### src/rtl/trib_irq_agg.sv
`timescale 1ns/1ps
module trib_irq_agg #(
  parameter int NCH   = 28,
  parameter int NCOND = 8,
  parameter int AW    = 9
)(
  input  logic                   clk,
  input  logic                   rst_n,
  input  logic [NCH*NCOND-1:0]   cond_trib,
  input  logic [NCH*NCOND-1:0]   evt_trib,
  input  logic [NCOND-1:0]       cond_path,
  input  logic [NCOND-1:0]       evt_path,
  input  logic [AW-1:0]          addr,
  input  logic                   wr,
  input  logic [7:0]             wdata,
  input  logic                   rd,
  output logic [7:0]             rdata,
  output logic                   irq
);
  localparam int NU = NCH + 1;
  localparam int NB = (NCH + 7) / 8;
  localparam int IW = AW - 4;

  wire [NU*NCOND-1:0] cond_all = {cond_path, cond_trib};
  wire [NU*NCOND-1:0] evt_all  = {evt_path, evt_trib};
  wire                sel_top  = addr[AW-1];
  wire [IW-1:0]       uidx     = addr[AW-2:3];
  wire [2:0]          off      = addr[2:0];

  logic [NU*NCOND-1:0] st_s_f, st_e_f, st_v_f, ie_s_f, ie_e_f, ie_v_f;
  logic [NU-1:0]       unit_sum;
  logic [NB*8-1:0]     trib_en;
  logic [NB*8-1:0]     l2_pad;
  logic [1:0]          top_en;
  logic [1:0]          l3;

  for (genvar u = 0; u < NU; u++) begin : g_unit
    wire [NCOND-1:0] c   = cond_all[u*NCOND +: NCOND];
    wire [NCOND-1:0] e   = evt_all[u*NCOND +: NCOND];
    wire             hit = !sel_top && (uidx == IW'(u));
    wire             wipe_s = rd && hit && off == 3'd0;
    wire             wipe_e = rd && hit && off == 3'd1;
    wire             wipe_v = rd && hit && off == 3'd2;
    logic [NCOND-1:0] prev, ss, se, sv, es, ee, ev;

    always_ff @(posedge clk) begin
      if (!rst_n) begin
        prev <= c;
        ss <= '0; se <= '0; sv <= '0;
        es <= '0; ee <= '0; ev <= '0;
      end else begin
        prev <= c;
        ss <= (wipe_s ? '0 : ss) | (c & ~prev);
        se <= (wipe_e ? '0 : se) | (~c & prev);
        sv <= (wipe_v ? '0 : sv) | e;
        if (wr && hit && off == 3'd3) es <= wdata[NCOND-1:0];
        if (wr && hit && off == 3'd4) ee <= wdata[NCOND-1:0];
        if (wr && hit && off == 3'd5) ev <= wdata[NCOND-1:0];
      end
    end

    assign st_s_f[u*NCOND +: NCOND] = ss;
    assign st_e_f[u*NCOND +: NCOND] = se;
    assign st_v_f[u*NCOND +: NCOND] = sv;
    assign ie_s_f[u*NCOND +: NCOND] = es;
    assign ie_e_f[u*NCOND +: NCOND] = ee;
    assign ie_v_f[u*NCOND +: NCOND] = ev;
    assign unit_sum[u] = |{ss & es, se & ee, sv & ev};
  end

  assign l2_pad = (NB*8)'(unit_sum[NCH-1:0]);
  assign l3     = {|(l2_pad & trib_en), unit_sum[NCH]};

  always_ff @(posedge clk) begin
    if (!rst_n) begin
      trib_en <= '0;
      top_en  <= '0;
      irq     <= 1'b0;
    end else begin
      if (wr && sel_top) begin
        if (addr[4:3] == 2'd1 && 32'(addr[2:0]) < NB) trib_en[addr[2:0]*8 +: 8] <= wdata;
        if (addr[4:0] == 5'd17) top_en <= wdata[1:0];
      end
      irq <= |(l3 & top_en);
    end
  end

  always_comb begin
    rdata = '0;
    if (sel_top) begin
      if (addr[4:3] == 2'd0 && 32'(addr[2:0]) < NB)      rdata = l2_pad[addr[2:0]*8 +: 8];
      else if (addr[4:3] == 2'd1 && 32'(addr[2:0]) < NB) rdata = trib_en[addr[2:0]*8 +: 8];
      else if (addr[4:0] == 5'd16)                       rdata = {6'd0, l3};
      else if (addr[4:0] == 5'd17)                       rdata = {6'd0, top_en};
    end else if (32'(uidx) < NU) begin
      case (off)
        3'd0: rdata[NCOND-1:0] = st_s_f[uidx*NCOND +: NCOND];
        3'd1: rdata[NCOND-1:0] = st_e_f[uidx*NCOND +: NCOND];
        3'd2: rdata[NCOND-1:0] = st_v_f[uidx*NCOND +: NCOND];
        3'd3: rdata[NCOND-1:0] = ie_s_f[uidx*NCOND +: NCOND];
        3'd4: rdata[NCOND-1:0] = ie_e_f[uidx*NCOND +: NCOND];
        3'd5: rdata[NCOND-1:0] = ie_v_f[uidx*NCOND +: NCOND];
        default: ;
      endcase
    end
  end
endmodule

### config.mk
export PLATFORM = sky130hd
export DESIGN_NAME = trib_irq_agg
export DESIGN_NICKNAME = d
export VERILOG_FILES = /design/src/rtl/trib_irq_agg.sv
export SDC_FILE = /design/constraint.sdc
export NUM_CORES = 2
export LEC_CHECK = 0
export CELL_PAD_IN_SITES_DETAIL_PLACEMENT = 1
export CELL_PAD_IN_SITES_GLOBAL_PLACEMENT = 1
export CORE_MARGIN = 2
export CORE_UTILIZATION = 38
export CTS_BUF_LIST = sky130_fd_sc_hd__clkbuf_16
export DETAILED_ROUTE_END_ITERATION = 10
export MAX_ROUTING_LAYER = met4
export PLACE_DENSITY_LB_ADDON = 0.1
export SLEW_MARGIN = 20
export SYNTH_ARGS = -nofsm -noshare
export SYNTH_HDL_FRONTEND = slang
export SYNTH_SLANG_ARGS = --single-unit
export TNS_END_PERCENT = 5
### constraint.sdc
create_clock -name clk -period 5.7 [get_ports clk]
set_input_delay 1.14 -clock clk [delete_from_list [all_inputs] [get_ports clk]]
set_output_delay 1.14 -clock clk [all_outputs]
set_load 0.005 [all_outputs]
# Word level (Yosys, flattened, before mapping)
# Index checks and enable logic that the tools add are counted.
[word_totals]
latch_bits = 0
mem_count = 0
register_bits = 1659
out_inout_bits = 9
in_bits = 485
mem_bits_rw = 0
mem_bits_ro = 0
elab_cells = 943
[classes]
multipliers = 0
n_lt_le_gt_ge = 2
div = 0
shifts = 10
n_addsub = 1
mux = 95
bitwise_logic = 292
eq_ne = 36
n_reduce_logical = 301
[ops]
columns = ["operator", "n"]
rows = [
  ["indexed part select 232 x 9 -> 8 bit", 6],
  ["AND 8 bit", 145],
  ["two-way mux 8 bit", 91],
  ["OR 8 bit", 87],
  ["OR reduction 24 bit", 29],
  ["NOT 8 bit", 58],
  ["logical AND 1 bit", 264],
  ["== test 5 bit (second input constant)", 15],
  ["indexed part select 32 x 7 -> 8 bit", 2],
  ["case mux 8 bit (6 select lines)", 1],
  ["== test 5 x 4 -> 1 bit (second input constant)", 8],
  ["negator 6 -> 34 bit", 1],
  ["variable shift 8 x 34 -> 32 bit (first input constant)", 1],
  ["indexed part select 8 x 34 -> 32 bit", 1],
  ["AND 28 x 32 -> 32 bit", 1],
  ["bitwise mux 32 bit", 1],
  ["OR reduction 32 bit", 1],
  ["== test 5 x 3 -> 1 bit (second input constant)", 4],
  ["== test 5 x 2 -> 1 bit (second input constant)", 2],
  ["== test 3 x 2 -> 1 bit (second input constant)", 2],
  ["== test 3 bit (second input constant)", 2],
  ["== test 5 x 1 -> 1 bit (second input constant)", 1],
  ["zero test 5 bit", 1],
  ["< comparator 5 bit (second input constant)", 1],
  ["10 further kinds", 12],
]

# Depth between registers and ports, before layout
[logic_depth]
word_depth = 8
depth_mapped = 16
ltp_nobuf = 11

# Least setup slack after synthesis
# No wires, ideal clock.
[synth_timing]
path_type = "input-to-output"
start = "input port addr[0]"
end = "output port rdata[5]"
path_slack_ns = 0.769
n_path_buf = 5
required_ns = 4.560
cell_stages = 14
arrival_ns = 3.791
path_cell_list = "buf_2 -> clkinv_1 -> ha_1 -> ha_1 -> buf_2 -> buf_4 -> buf_2 -> buf_1 -> a221oi_1 -> a22oi_1 -> nand3_1 -> nor2_1 -> o41ai_1 -> o221ai_1"
[synth_between]
elab_chain_len = 5
elab_cells_between_ends = 16
classes_between = "order compare: 1; eq/ne: 5; shift: 2; mux: 5; reduce/logical: 3"
[synth_lines]
columns = ["item", "line_no", "text"]
rows = [
  ["from (decl)", "13", "input logic [AW-1:0] addr,"],
  ["branches (longest 4 deep; another with indexed part select 32 x 7 -> 8 bit)", "--", ""],
  ["two-way mux 8 bit (*)", "90", "if (sel_top) begin"],
  ["to (decl)", "17", "output logic [7:0] rdata,"],
]
# Mark *: on every way between the ends.

# Final worst setup path
[layout_timing]
start = "input port addr[1]"
end = "output port rdata[2]"
# The elaborated chain is that of the path after synthesis.

==> out/results.ini <==
[outcome]
violations=negative setup slack
status=finished, violations left

[placement]
io_buffers=493
place_ws_ns=-0.846
dp_hpwl_um=270000
gp_congestion=1.02
dpl_cell_area_sq_um=79100
dp_cells=10800

[timing]
rsz0062_at_grt=true
slew_violations=0
fin_skew_ns=0.0296
finalSetupTns_ns=-0.342
worstMarginPinSlew_ns=1.12
fin_crit_sh=1.03
fin_ws_ns=-0.145
final-setup-viol-count=4
whs_ns=0.480
hold_violations=0
max-slew-margin-rel=0.254
finalCriticalPeriod_ns=5.85
fmax_mhz=171

[yosys]
yosys_warnings=0
syn-instance-count=7924
yosysTopAreaCell=dfxtp_1
yosysSeqAreaShare=0.482
synth.area.top_cells=dfxtp_1 (48%), a21oi_1 (8.6%), nor2_1 (6.1%)
synthFlopType=dfxtp_1
synth_edf_count=0
synth_area_sq_um=68900
ys_ff_latch=1659
synth.distinct_cells=75
synth_top_area_share=0.482
avgSynthCellArea_sq_um=8.70
synth_fp_nets=8415
async_flop_share=0

[layout]
nets=9071
num-fill-cells=20700
final_cell_mix=dfxtp_1 (1659), a21oi_1 (1180), nor2_1 (1108), nand2_1 (898), clkdlybuf4s50_1 (473)
utilization=0.474
final-seq-area_sq_um=33200
multiInputGateArea_sq_um=33900
final_cells=11100
final_common_cell=dfxtp_1
syn_to_final_growth_pct=24.2
postLayoutCellArea_sq_um=85600
drive_gt1_frac=0.114

[critical_path]
crit_fanout=15
reg2reg_from=g_unit[10].ss[4]
r2r_end=irq
r2r_slack_ns=2.81
critPathKind=in -> out
start_kind=input port
worst_ep_required_time_ns=4.56
endpoint_kind=primary output
worst_ep_arrival_time_ns=4.71
reg2reg_depth=8

[routing]
drt_iter0_markers=8759
vias_per_cell=6.23
ant_nets=0
wire_per_inst_um=32.4
drc_errors=0
wirelength_um=360000
drt_pass1_iterations=9
vias=69300

[die]
start_util=0.382
core.rowCount=156
die_area_sq_um=185000
core_sq_um=181000
die_h_um=430
pin_count=494
die_w_um=430

[job]
max_cap_viol_count=0

[min_path]
min_from=trib_en[8]
hp-class=reg -> reg
whs_path_depth=2
hold_path_end=trib_en[8]

[cts]
clk_latency_ns=0.85
cts_tree=yes
cts_root_buf=clkbuf_16
htreeDepth=4
cts_hold_buf=0
clockBufferDepth=3
clock_sinks=1659
cts_made_buffers=183
clkSlewWorstSetupHoldPaths_ns=0.06

[pwr]
p_per_area_nw_per_um2=316
total_power_mw=27.1
p_leak_nw=30.6
irDropWorstVdd_v=0.000235

[global_route]
grt_pass1_vias=68400
grt_max_degree=140
grtUsageTotal=0.389
grt-ovfl-total=0
grt_pass1_wl_um=509000
antenna_found_initial=22

## registers in the layout (all words and copies together) (netlist names)
signal / cells
g_unit.sv: 232
g_unit.prev: 232
g_unit.es: 232
g_unit.ev: 232
g_unit.ss: 232
irq: 1
top_en: 2
trib_en: 32
g_unit.se: 232
g_unit.ee: 232
## power breakdown
part           switching, mW  leakage [nW]  total [mW]  internal (mW)
Sequential             0.655          13.6        12.7           12.0
Clock                   5.18          2.96        11.6           6.41
Combinational           1.65          14.0        2.78           1.13
## kinds of logic after synthesis
family,count (synthesis),synth area share
flops,1659,0.482
simple gates,2998,0.196
buf+inv,549,0.0347
mux,426,0.0731
compound gates,2286,0.213
fa+ha+maj,6,0.00109
## Yosys cell counts (9+ instances only)
cell,n
a211oi_1,13
a21oi_1,1188
a221o_1,53
a221oi_1,236
a222oi_1,114
a22o_1,36
a22oi_1,403
a31oi_1,24
buf_1,59
buf_2,109
buf_4,30
buf_6,11
clkbuf_1,312
dfxtp_1,1659
inv_1,24
mux2_2,31
mux2i_1,336
mux4_2,59
nand2_1,898
nand2b_1,9
nand3_1,262
nand4_1,100
nor2_1,1115
nor2_2,26
nor2b_1,473
nor3_1,47
nor3_4,13
o2111ai_1,12
o211ai_1,27
o21ai_0,110
o22ai_1,21
or3_1,12
## metal layers
| metal | share of wire | track usage | vias to the layer above |
|---|---|---|---|
| met1 | 0.43 | 0.520 | 34900 |
| met4 | 0.052 | 0.177 | 0 |
| li1 | - | - | 30000 |
| met2 | 0.43 | 0.567 | 3598 |
| met5 | 0 | - | - |
| met3 | 0.088 | 0.0744 | 829 |
## area by class of cell
type / count / area share
sequential: 1659 / 0.388
antenna: 18 / 0.000526
clock inverter: 155 / 0.0134
multi-input combinational: 5716 / 0.396
tap: 2370 / 0.0346
timing repair buffer: 992 / 0.112
inverter: 28 / 0.00131
clock buffer: 185 / 0.0541
## timing repair
item / in CTS / in global routing
cloned: 2 / 0
buffers inserted: 7 / 1
setup endpoints to repair: 8 / 6
pin swaps: 16 / 7
gates resized for setup: 84 / 19
## worst max-delay path: stages
cell             delay (ns)
clkdlybuf4s15_2        0.21
buf_6                  0.15
ha_4                   0.18
nor2b_4                0.16
buf_12                 0.16
buf_12                 0.17
buf_4                  0.17
a221oi_2               0.28
a21oi_1                0.12
o211ai_1               0.45
a311oi_1               0.17
buf_4                  0.16
o211ai_1               0.47
o311ai_1               0.20
buf_4                  0.22
dlygate4sd2_1          0.27
## worst max-delay path by stage
stage             from       end  slack, ns
2_1_floorplan  addr[0]  rdata[5]       0.77
3_3_place_gp   addr[1]  rdata[6]      -0.84
3_5_place_dp   addr[1]  rdata[6]      -0.85
4_1_cts        addr[1]  rdata[3]     -0.001
5_1_grt        addr[1]  rdata[7]      -0.09
6_report       addr[1]  rdata[2]      -0.15
Note: power is estimated with default switching activity, not from simulation.
